File: src/rtl/tach_pkg.sv
package tach_pkg;

  // Numerator of the speed ratio: window cycles * reference rate * 60 / pulses per revolution.
  function automatic longint unsigned rpm_scale(input int unsigned cycles,
                                                input int unsigned ref_hz,
                                                input int unsigned ppr);
    longint unsigned prod;
    prod = longint'(cycles) * longint'(ref_hz) * 64'd60;
    return prod / longint'(ppr);
  endfunction

  // One restoring step: does the shifted partial remainder cover the divisor?
  function automatic logic step_fits(input logic [63:0] trial, input logic [63:0] den);
    return trial >= den;
  endfunction

endpackage

File: src/rtl/tach_edge_filter.sv
module tach_edge_filter #(
  parameter int DEAD_CLKS = 1000
) (
  input  logic clk_i,
  input  logic rst_ni,
  input  logic tach_i,
  output logic rise_o
);
  localparam int DW = $clog2(DEAD_CLKS + 1);

  logic [1:0]    sync_q;
  logic          deb_q;
  logic [DW-1:0] dead_q;
  logic          sync_lvl;
  logic          take;

  assign sync_lvl = sync_q[1];

  // Accept a level change only once the quiet window has expired.
  always_comb take = (sync_lvl != deb_q) && (dead_q == '0);

  always_ff @(posedge clk_i) begin
    if (!rst_ni) begin
      sync_q <= '0;
      deb_q  <= 1'b0;
      dead_q <= '0;
    end else begin
      sync_q <= {sync_q[0], tach_i};
      if (take) begin
        deb_q  <= sync_lvl;
        dead_q <= DW'(DEAD_CLKS);
      end else if (dead_q != '0) begin
        dead_q <= dead_q - 1'b1;
      end
    end
  end

  assign rise_o = take & sync_lvl;

  // while the quiet window runs, the filtered level cannot move
  a_r2_dead_hold: assert property (@(posedge clk_i) disable iff (!rst_ni)
    (dead_q != '0) |=> $stable(deb_q));

  // a filtered rise reflects the raw input three edges earlier
  a_r1_sync_depth: assert property (@(posedge clk_i) disable iff (!rst_ni)
    $rose(deb_q) |-> $past(tach_i, 3));

endmodule

File: src/rtl/tach_period.sv
module tach_period #(
  parameter int CYCLES     = 16,
  parameter int CNT_W      = 32,
  parameter int IDLE_LOG2  = 28
) (
  input  logic             clk_i,
  input  logic             rst_ni,
  input  logic             rise_i,
  output logic             req_o,
  output logic [CNT_W-1:0] span_o
);
  localparam int EW = $clog2(CYCLES + 1);

  logic                 armed_q;
  logic [CNT_W-1:0]     cnt_q;
  logic [EW-1:0]        edges_q;
  logic [IDLE_LOG2-1:0] idle_q;
  logic                 req_q;
  logic [CNT_W-1:0]     span_q;
  logic                 stall;
  logic                 closing;

  assign stall   = &idle_q;
  assign closing = armed_q && rise_i && (edges_q == EW'(CYCLES - 1));

  always_ff @(posedge clk_i) begin
    if (!rst_ni) begin
      armed_q <= 1'b0;
      cnt_q   <= '0;
      edges_q <= '0;
      idle_q  <= '0;
      req_q   <= 1'b0;
      span_q  <= '0;
    end else begin
      req_q  <= 1'b0;
      idle_q <= (rise_i || stall) ? '0 : idle_q + 1'b1;
      if (rise_i) begin
        if (!armed_q) begin
          armed_q <= 1'b1;
          cnt_q   <= '0;
          edges_q <= '0;
        end else if (closing) begin
          req_q   <= 1'b1;
          span_q  <= cnt_q + 1'b1;
          cnt_q   <= '0;
          edges_q <= '0;
        end else begin
          cnt_q   <= cnt_q + 1'b1;
          edges_q <= edges_q + 1'b1;
        end
      end else if (stall) begin
        armed_q <= 1'b0;
        req_q   <= 1'b1;
        span_q  <= '0;
      end else if (armed_q) begin
        cnt_q <= cnt_q + 1'b1;
      end
    end
  end

  assign req_o  = req_q;
  assign span_o = span_q;

  // a zero-span request only follows a stall, which leaves the window disarmed
  a_r5_stall_disarms: assert property (@(posedge clk_i) disable iff (!rst_ni)
    (req_q && span_q == '0) |-> !armed_q);

  // a closed window always spans at least one clock per cycle
  a_r3_span_floor: assert property (@(posedge clk_i) disable iff (!rst_ni)
    (req_q && span_q != '0) |-> (span_q >= CNT_W'(CYCLES)));

endmodule

File: src/rtl/tach_serdiv.sv
module tach_serdiv #(
  parameter int NUM_W = 37,
  parameter int DEN_W = 32,
  parameter int OUT_W = 32
) (
  input  logic             clk_i,
  input  logic             rst_ni,
  input  logic             start_i,
  input  logic [NUM_W-1:0] num_i,
  input  logic [DEN_W-1:0] den_i,
  output logic             busy_o,
  output logic [OUT_W-1:0] quo_o,
  output logic             valid_o
);
  localparam int IW = $clog2(NUM_W + 1);

  logic             busy_q;
  logic [NUM_W-1:0] dvd_q;
  logic [DEN_W-1:0] den_q;
  logic [DEN_W-1:0] rem_q;
  logic [NUM_W-1:0] quo_q;
  logic [IW-1:0]    step_q;
  logic [OUT_W-1:0] out_q;
  logic             valid_q;

  logic [DEN_W:0]   trial;
  logic [DEN_W:0]   diff;
  logic             fits;
  logic [DEN_W-1:0] rem_nx;
  logic [NUM_W-1:0] quo_nx;
  logic             last_step;

  always_comb begin
    trial     = {rem_q, dvd_q[NUM_W-1]};
    fits      = tach_pkg::step_fits(64'(trial), 64'(den_q));
    diff      = trial - {1'b0, den_q};
    rem_nx    = fits ? diff[DEN_W-1:0] : trial[DEN_W-1:0];
    quo_nx    = {quo_q[NUM_W-2:0], fits};
    last_step = (step_q == IW'(NUM_W - 1));
  end

  always_ff @(posedge clk_i) begin
    if (!rst_ni) begin
      busy_q  <= 1'b0;
      dvd_q   <= '0;
      den_q   <= '0;
      rem_q   <= '0;
      quo_q   <= '0;
      step_q  <= '0;
      out_q   <= '0;
      valid_q <= 1'b0;
    end else begin
      valid_q <= 1'b0;
      if (!busy_q) begin
        if (start_i) begin
          // operands are captured here; the ports are not read again
          busy_q <= 1'b1;
          dvd_q  <= num_i;
          den_q  <= den_i;
          rem_q  <= '0;
          quo_q  <= '0;
          step_q <= '0;
        end
      end else begin
        rem_q  <= rem_nx;
        quo_q  <= quo_nx;
        dvd_q  <= dvd_q << 1;
        step_q <= step_q + 1'b1;
        if (last_step) begin
          busy_q  <= 1'b0;
          valid_q <= 1'b1;
          out_q   <= (den_q == '0) ? '0 : OUT_W'(quo_nx);
        end
      end
    end
  end

  assign busy_o  = busy_q;
  assign quo_o   = out_q;
  assign valid_o = valid_q;

  // the result holds between strobes
  a_r7_hold: assert property (@(posedge clk_i) disable iff (!rst_ni)
    !valid_q |-> $stable(out_q));

  // one strobe cycle per result
  a_r7_single: assert property (@(posedge clk_i) disable iff (!rst_ni)
    valid_q |=> !valid_q);

  // every strobe is preceded by a busy cycle
  a_r9_busy_first: assert property (@(posedge clk_i) disable iff (!rst_ni)
    $rose(valid_q) |-> $past(busy_q));

  // the partial remainder stays below the captured divisor
  a_r6_rem_bound: assert property (@(posedge clk_i) disable iff (!rst_ni)
    busy_q |-> ((den_q == '0) || (rem_q < den_q)));

endmodule

File: src/rtl/tach_rpm_meter.sv
module tach_rpm_meter #(
  parameter int unsigned REF_HZ         = 187_500_000,
  parameter int          CYCLES         = 16,
  parameter int unsigned PULSES_PER_REV = 2,
  parameter int          DEAD_CLKS      = 1000,
  parameter int          IDLE_LOG2      = 28,
  parameter int          CNT_W          = 32,
  parameter int          RPM_W          = 32
) (
  input  logic             clk_i,
  input  logic             rst_ni,
  input  logic             tach_i,
  output logic [RPM_W-1:0] rpm_o,
  output logic             rpm_valid_o,
  output logic             busy_o
);
  localparam longint unsigned SCALE =
    tach_pkg::rpm_scale(CYCLES, REF_HZ, PULSES_PER_REV);
  localparam int NUM_W = $clog2(SCALE + 1);

  logic             rise;
  logic             req;
  logic [CNT_W-1:0] span;

  tach_edge_filter #(.DEAD_CLKS(DEAD_CLKS)) u_filter (
    .clk_i  (clk_i),
    .rst_ni (rst_ni),
    .tach_i (tach_i),
    .rise_o (rise)
  );

  tach_period #(.CYCLES(CYCLES), .CNT_W(CNT_W), .IDLE_LOG2(IDLE_LOG2)) u_period (
    .clk_i  (clk_i),
    .rst_ni (rst_ni),
    .rise_i (rise),
    .req_o  (req),
    .span_o (span)
  );

  tach_serdiv #(.NUM_W(NUM_W), .DEN_W(CNT_W), .OUT_W(RPM_W)) u_div (
    .clk_i   (clk_i),
    .rst_ni  (rst_ni),
    .start_i (req),
    .num_i   (NUM_W'(SCALE)),
    .den_i   (span),
    .busy_o  (busy_o),
    .quo_o   (rpm_o),
    .valid_o (rpm_valid_o)
  );

endmodule

File: config.mk
export PLATFORM = sky130hd
export DESIGN_NAME = tach_rpm_meter
export DESIGN_NICKNAME = d
export VERILOG_FILES = /design/src/rtl/tach_pkg.sv /design/src/rtl/tach_edge_filter.sv /design/src/rtl/tach_period.sv /design/src/rtl/tach_serdiv.sv /design/src/rtl/tach_rpm_meter.sv
export SDC_FILE = /design/constraint.sdc
export NUM_CORES = 1
export LEC_CHECK = 0
export BUFFER_PORTS_ARGS = -buffer_cell sky130_fd_sc_hd__buf_2
export CORE_MARGIN = 8
export CORE_UTILIZATION = 60
export CTS_CLUSTER_SIZE = 30
export DETAILED_ROUTE_END_ITERATION = 8
export PLACE_DENSITY = 0.84
export SETUP_SLACK_MARGIN = 0.05
export SYNTH_ARGS = -nofsm -noshare
export SYNTH_HDL_FRONTEND = slang
export SYNTH_SLANG_ARGS = --single-unit
File: constraint.sdc
create_clock -name clk_i -period 5.15 [get_ports clk_i]
set_input_delay 0 -clock clk_i [delete_from_list [all_inputs] [get_ports clk_i]]
set_output_delay 0 -clock clk_i [all_outputs]
set_load 0.01 [all_outputs]
Yosys cells after proc, flatten, opt, wreduce, memory -nomap -nowiden
Cells that the tools add are included.
{ "totals": {"regBits": 283, "latch_bits": 0, "ramBits": 0, "romBits": 0, "input_bits": 3, "out_inout_bits": 34, "wordCells": 86, "memories": 0} }
{ "classes": {"n_addsub": 6, "n_mul": 0, "div_mod_pow": 0, "magnitude_cmp": 1, "n_eq_ne": 6, "shifts": 0, "n_mux": 33, "bitwise": 3, "n_reduce_logical": 19} }
{ "ops": {"columns": ["operator", "n"], "rows": [
  ["two-way mux 32 bit", 13],
  ["two-way mux 37 bit", 2],
  ["two-way mux 31 bit", 2],
  ["greater-or-equal comparator 33 x 32 -> 1 bit", 1],
  ["adder 32 x 1 -> 32 bit, second input constant", 1],
  ["logical NOT 32 bit", 1],
  ["subtractor 32 bit", 1],
  ["adder 28 x 1 -> 28 bit, second input constant", 1],
  ["AND reduction 28 bit", 1],
  ["two-way mux 10 bit", 2],
  ["two-way mux 6 bit", 2],
  ["logical NOT 10 bit", 1],
  ["two-way mux 1 bit", 10],
  ["two-way mux 5 bit", 2],
  ["nonzero test 10 bit", 1],
  ["subtractor 10 x 1 -> 10 bit, second input constant", 1],
  ["AND reduction 2 bit", 4],
  ["nonzero test 2 bit", 4],
  ["adder 6 x 1 -> 6 bit, second input constant", 1],
  ["equality test 6 bit, second input constant", 1],
  ["adder 5 x 1 -> 5 bit, second input constant", 1],
  ["equality test 5 x 4 -> 1 bit, second input constant", 1],
  ["inequality test 2 bit, second input constant", 2],
  ["OR reduction 2 bit", 2],
  ["other kinds (7)", 10]
]} }

Logic depth before layout (Yosys ltp)
{ "logic_depth": {"ltp_word": 8, "ltp_mapped": 12, "depth_no_buf": 11} }

Hierarchy
Synthesis repeated with hierarchy kept, for this count alone.
{ "hier_totals": {"hier_cells": 1577, "hier_area_um2": 13670.6} }
{ "modules_own_cells": {"columns": ["module", "instances", "cells_each", "area_per_inst_um2", "seq_area_each_um2"], "rows": [
  ["tach_serdiv", 1, 978, 8255.4, 3443.3],
  ["tach_period", 1, 524, 4733.3, 1981.9],
  ["tach_edge_filter", 1, 73, 674.4, 260.2],
  ["tach_rpm_meter", 1, 2, 7.5, 0.0]
]} }

Worst setup path after synthesis
No wires, ideal clock.
{ "synth_timing": {"kind": "register to register", "start": "register u_div.den_q[18]", "end": "register u_div.rem_q[10]", "setup_time_ns": 0.128, "arrival_time_ns": 2.429, "required_time_ns": 5.022, "slack_ns": 2.593, "path_stages_with_launch": 13, "path_buffers": 2, "period_less_slack_ns": 2.557, "path_cell_list": "dfxtp_1 inv_1 ha_1 buf_6 a21o_1 a21o_1 a32o_1 o22ai_4 o2111ai_2 a21oi_4 buf_6 mux2i_1 o21ai_1"} }
{ "synth_via": {"elab_chain_cells": 3} }
{ "synth_rtl": {"columns": ["item", "line_no", "source"], "rows": [
  ["start: declaration", "tach_serdiv.sv:19", "logic [DEN_W-1:0] den_q;"],
  ["start signal: assignment", "tach_serdiv.sv:59", "den_q <= den_i;"],
  ["greater-or-equal comparator 33 x 32 -> 1 bit", "tach_pkg.sv:14", "return trial >= den;"],
  ["two-way mux 32 bit", "tach_serdiv.sv:37", "rem_nx = fits ? diff[DEN_W-1:0] : trial[DEN_W-1:0];"],
  ["two-way mux 32 bit", "tach_serdiv.sv:54", "if (!busy_q) begin"],
  ["end signal: assignment", "tach_serdiv.sv:65", "rem_q <= rem_nx;"],
  ["end: declaration", "tach_serdiv.sv:20", "logic [DEN_W-1:0] rem_q;"]
]} }
No other way between the ends.
A chain may end at the register's enable or synchronous reset.

Worst setup path in the final report
{ "layout_timing": {"start": "register u_filter.dead_q[0]", "end": "register u_period.span_q[19], in the netlist u_period.span_o[19]"} }
{ "layout_via": {"elab_chain_cells": 7, "word_cells_on_any_way": 10, "classes_between": "eq/ne (2); mux (1); bitwise (1); reduce/logical (6)"} }
{ "layout_rtl": {"columns": ["item", "line_no", "source"], "rows": [
  ["start: declaration", "tach_edge_filter.sv:13", "logic [DW-1:0] dead_q;"],
  ["start signal: assignment", "tach_edge_filter.sv:31", "dead_q <= DW'(DEAD_CLKS);"],
  ["start signal: assignment", "tach_edge_filter.sv:33", "dead_q <= dead_q - 1'b1;"],
  ["logical NOT 10 bit (*)", "tach_edge_filter.sv:20", "always_comb take = (sync_lvl != deb_q) && (dead_q == '0);"],
  ["logical AND 1 bit (*)", "tach_edge_filter.sv:20", null],
  ["AND 1 bit (*)", "tach_edge_filter.sv:38", "assign rise_o = take & sync_lvl;"],
  ["logical AND 1 bit (2 in a row)", "tach_period.sv:24", "assign closing = armed_q && rise_i && (edges_q == EW'(CYCLES - 1));"],
  ["inequality test 2 bit (no source line)", null, null],
  ["AND reduction 3 bit (no source line)", null, null],
  ["end signal: assignment", "tach_period.sv:44", "span_q <= cnt_q + 1'b1;"],
  ["end: declaration", "tach_period.sv:19", "logic [CNT_W-1:0] span_q;"]
]} }
Mark *: on every way between the ends. The rest lies on a longest branch, timed or not.

==> implementation parameters <==
Parameter                              Value

Setup path
  Worst reg2reg setup slack    1.56 ns
  Required @ worst endpoint    5.61 ns
  Largest stage delay on the critical path    0.84 ns
  Worst setup path category    reg -> reg
  Endpoint arrival time on the critical path    4.05 ns
  Depth of the most critical reg-to-reg path    9
  Cell breakdown of the critical path    inv_1 -> ha_1 -> nor4b_4 -> nand4b_1 -> nand4_1 -> nor2b_1 -> and2_1 -> nand2_1 -> o21ai_1
  Critical path startpoint    u_filter.dead_q[0]
  Beginning of the worst register-to-register path    u_filter.dead_q[0]
  End of the worst register-to-register path    u_period.span_o[19]
  Critical Path End Type    flip-flop
  Kind of start point of the critical path    flip-flop
  Highest-delay cell along the critical path    nor2b_1
  Family with the most delay on the worst path    simple AND/OR/NAND/NOR gates
  Number of buffers and inverters on the critical path    1
  Crit-path max FO    24

Timing
  Final setup skew    0.0201 ns
  Unrepaired setup endpoints after global routing    no
  Actual transition at the worst max-transition pin    1.23 ns
  Peak Freq    279 MHz
  Period minus WS final    3.59 ns
  Final Setup Violations    0
  Final Slew Violations    0
  Final hold viol count    0
  Relative max-transition margin    17.8%
  Final cycle utilization of the critical path    69.7%
  Total Neg Setup Slack    0 ns

Worst hold path
  Classification of the worst-slack hold path    reg -> reg
  Hold path cells    1
  Worst Hold Launch    u_filter.sync_q[0]
  Worst hold path endpoint    u_filter.sync_q[1]

Synth
  Share of the synthesized area in the top cell type    42.1%
  Synth cell count leaders    dfxtp_1, nor2_1, nand2_1
  Post-synthesis sequential area ratio    42.1%
  Prevailing post-synth register cell    dfxtp_1
  Post-synthesis net count    1627
  Warnings, synthesis    0
  Ys async rst share    0%
  Count of flip-flops with a built-in enable after synthesis    0
  Synthesized area divided by synthesized cell count    8.23 um2
  Mapped cell area    13000 um2
  Leading cell types by total area after synthesis    dfxtp_1, a21oi_1, nor2_1, nand2_1, ha_1
  Number of synthesized register bits    274
  Most common cell in the netlist    dfxtp_1
  Cell taking the most area after synthesis    dfxtp_1
  Number of cells produced by synthesis    1584
  Yosys cell types    77

Layout
  Area overhead of the layout relative to synthesis    9.01%
  Non-filler cells, final    1865
  Ratio of cells with drive above 1 in the final layout    7.57%
  Number of nets at the end of the flow    1610
  Antenna diode instance count    0
  Final core utilization    65.9%

Clocking
  CTS tree    yes
  # clock sinks    274
  Maximum count of clock buffers along a single path    3
  Clock transition at the registers of the reported paths    0.06 ns
  Number of buffers created by CTS    28
  Clock latency at the later pin of the worst-skew pair    0.55 ns
  Count of buffers added by post-CTS timing repair for setup    0
  Htree depth    1
  Root buffer selected by CTS    clkbuf_16

Floorplanning
  Die Span X    163 um
  Die H    163 um
  Number of placement rows    54
  Effective utilization at floorplan    60.5%
  Area of the die    26700 um2
  Area of the placeable core    21600 um2
  Number of ports placed on the die boundary    37

Global routing
  Vias in the first global route    10570
  Overflow left after global routing    0
  Number of antenna violations at the first check in global routing    0
  Wire length of the first global-routing pass    48.6 mm
  Overall routing resource usage    21.1%
  Pin count of the biggest net entering global routing    77

Route
  Routed wire length    28.9 mm
  Via density per instance    5.93
  Total number of vias    11055
  Violation count after the first detailed-route iteration    827
  Number of nets with antenna violations after detailed routing    0
  Post-detailed-route DRC marker count    0
  Number of iterations in the first detailed-routing pass    5
  Wire length per cell    15.5 um

Flow run
  # Max-Cap Violations    0

Place
  Routability-driven placement congestion ratio    0.917
  Number of port buffers    36
  Total instance count after detailed placement    1814
  HPWL reported at the end of detailed placement    19.3 mm

Power
  Static leakage    5.47 nW
  Worst vdd ir    0.286 mV
  Power per Cell Area    321 nW/um2

Run status
  Result of the run    completed
## layer usage
| layer | wire length [um] | vias to the layer above | GRT usage, % |
|---|---|---|---|
| met5 | 0 | - | 0 |
| met4 | 954 | 0 | 8.26 |
| met3 | 1410 | 79 | 3.10 |
| met2 | 13600 | 299 | 36.0 |
| met1 | 12900 | 5189 | 26.3 |
| li1 | - | 5488 | - |
## state kept, by name, indices dropped and copies added (netlist names), 2 cells and up
signal	flops
u_div.dvd_q	27
u_period.idle_q	28
u_filter.sync_q	2
u_filter.dead_q	10
u_div.den_q	32
u_div.step_q	6
u_period.edges_q	5
u_div.quo_o	32
u_div.quo_q	31
u_period.span_o	32
u_period.cnt_q	32
u_div.rem_q	32
## cell families after synthesis
group / synth area share, %
compound gates: 18.2
xor+xnor: 5.65
fa+ha+maj: 3.90
buf+inv: 4.76
flops: 42.1
mux: 1.92
simple gates: 23.5
## layout make-up
| class | count | area [um2] |
|---|---|---|
| sequential | 274 | 5490 |
| clock inverter | 12 | 163 |
| inverter | 49 | 186 |
| tap | 280 | 350 |
| fill | 1751 | 7350 |
| multi-input combinational | 1164 | 6940 |
| clock buffer | 36 | 781 |
| timing repair buffer | 50 | 293 |
## timing repair
item                      4_1_cts  5_1_grt
hold buffers                    3        0
hold endpoints to repair       10        0
resized for setup               0        0
## stage by stage
step | worst slack, ns | instance area [um2] | power, W | hold WS, ns
4_1_cts | 1.59 | 14200 | 0.00459 | 0.437
2_1_floorplan | 2.59 | 13000 | 0.00250 | 0.127
3_3_place_gp | 1.73 | 13200 | 0.00254 | 0.210
6_report | 1.56 | 14200 | 0.00456 | 0.429
5_1_grt | 1.22 | 14200 | 0.00473 | 0.473
3_5_place_dp | 1.66 | 13200 | 0.00256 | 0.212
## worst max-delay path by stage
stage / cells past startpoint / endpoint
after CTS: 9 / u_period.span_o[20]
final: 9 / u_period.span_o[19]
after detailed placement: 9 / u_period.span_o[9]
after floorplan: 12 / u_div.rem_q[10]
after global routing: 9 / u_period.span_o[30]
after global placement: 9 / u_period.span_o[9]
## worst reg2reg max path: cells and delay by family (launching register included)
kind / cells / cell delay, ns
AOI/OAI and AO/OA: 1 / 0.11
DFF: 1 / 0.34
and+or+nand+nor: 6 / 2.82
buffers and inverters: 1 / 0.09
adders and majority gates: 1 / 0.14
## placed cells by master, fill, tap and decap left out, types with 12 or more instances in the layout
| cell | n |
|---|---|
| nor2b_1 | 12 |
| o21ai_0 | 43 |
| buf_2 | 36 |
| xor2_1 | 46 |
| xnor2_1 | 38 |
| a21o_1 | 12 |
| or3_1 | 12 |
| nand3_1 | 50 |
| clkbuf_16 | 28 |
| a22o_1 | 31 |
| o21ai_1 | 41 |
| inv_1 | 48 |
| a21oi_1 | 154 |
| dfxtp_1 | 272 |
| nor3b_1 | 46 |
| mux2i_1 | 25 |
| ha_1 | 39 |
| and3_1 | 20 |
| nand2_1 | 187 |
| nand4_1 | 24 |
| a31oi_1 | 14 |
| nor3_1 | 19 |
| nor2_1 | 200 |
| and2_1 | 15 |
| nor4_1 | 13 |
## power by group
| group | total, W | switching (W) | internal (W) |
|---|---|---|---|
| sequential | 0.00221 | 0.0000509 | 0.00216 |
| combinational | 0.000298 | 0.000181 | 0.000117 |
| clock | 0.00205 | 0.000834 | 0.00122 |
No activity file was read; power rests on OpenSTA's default activity.
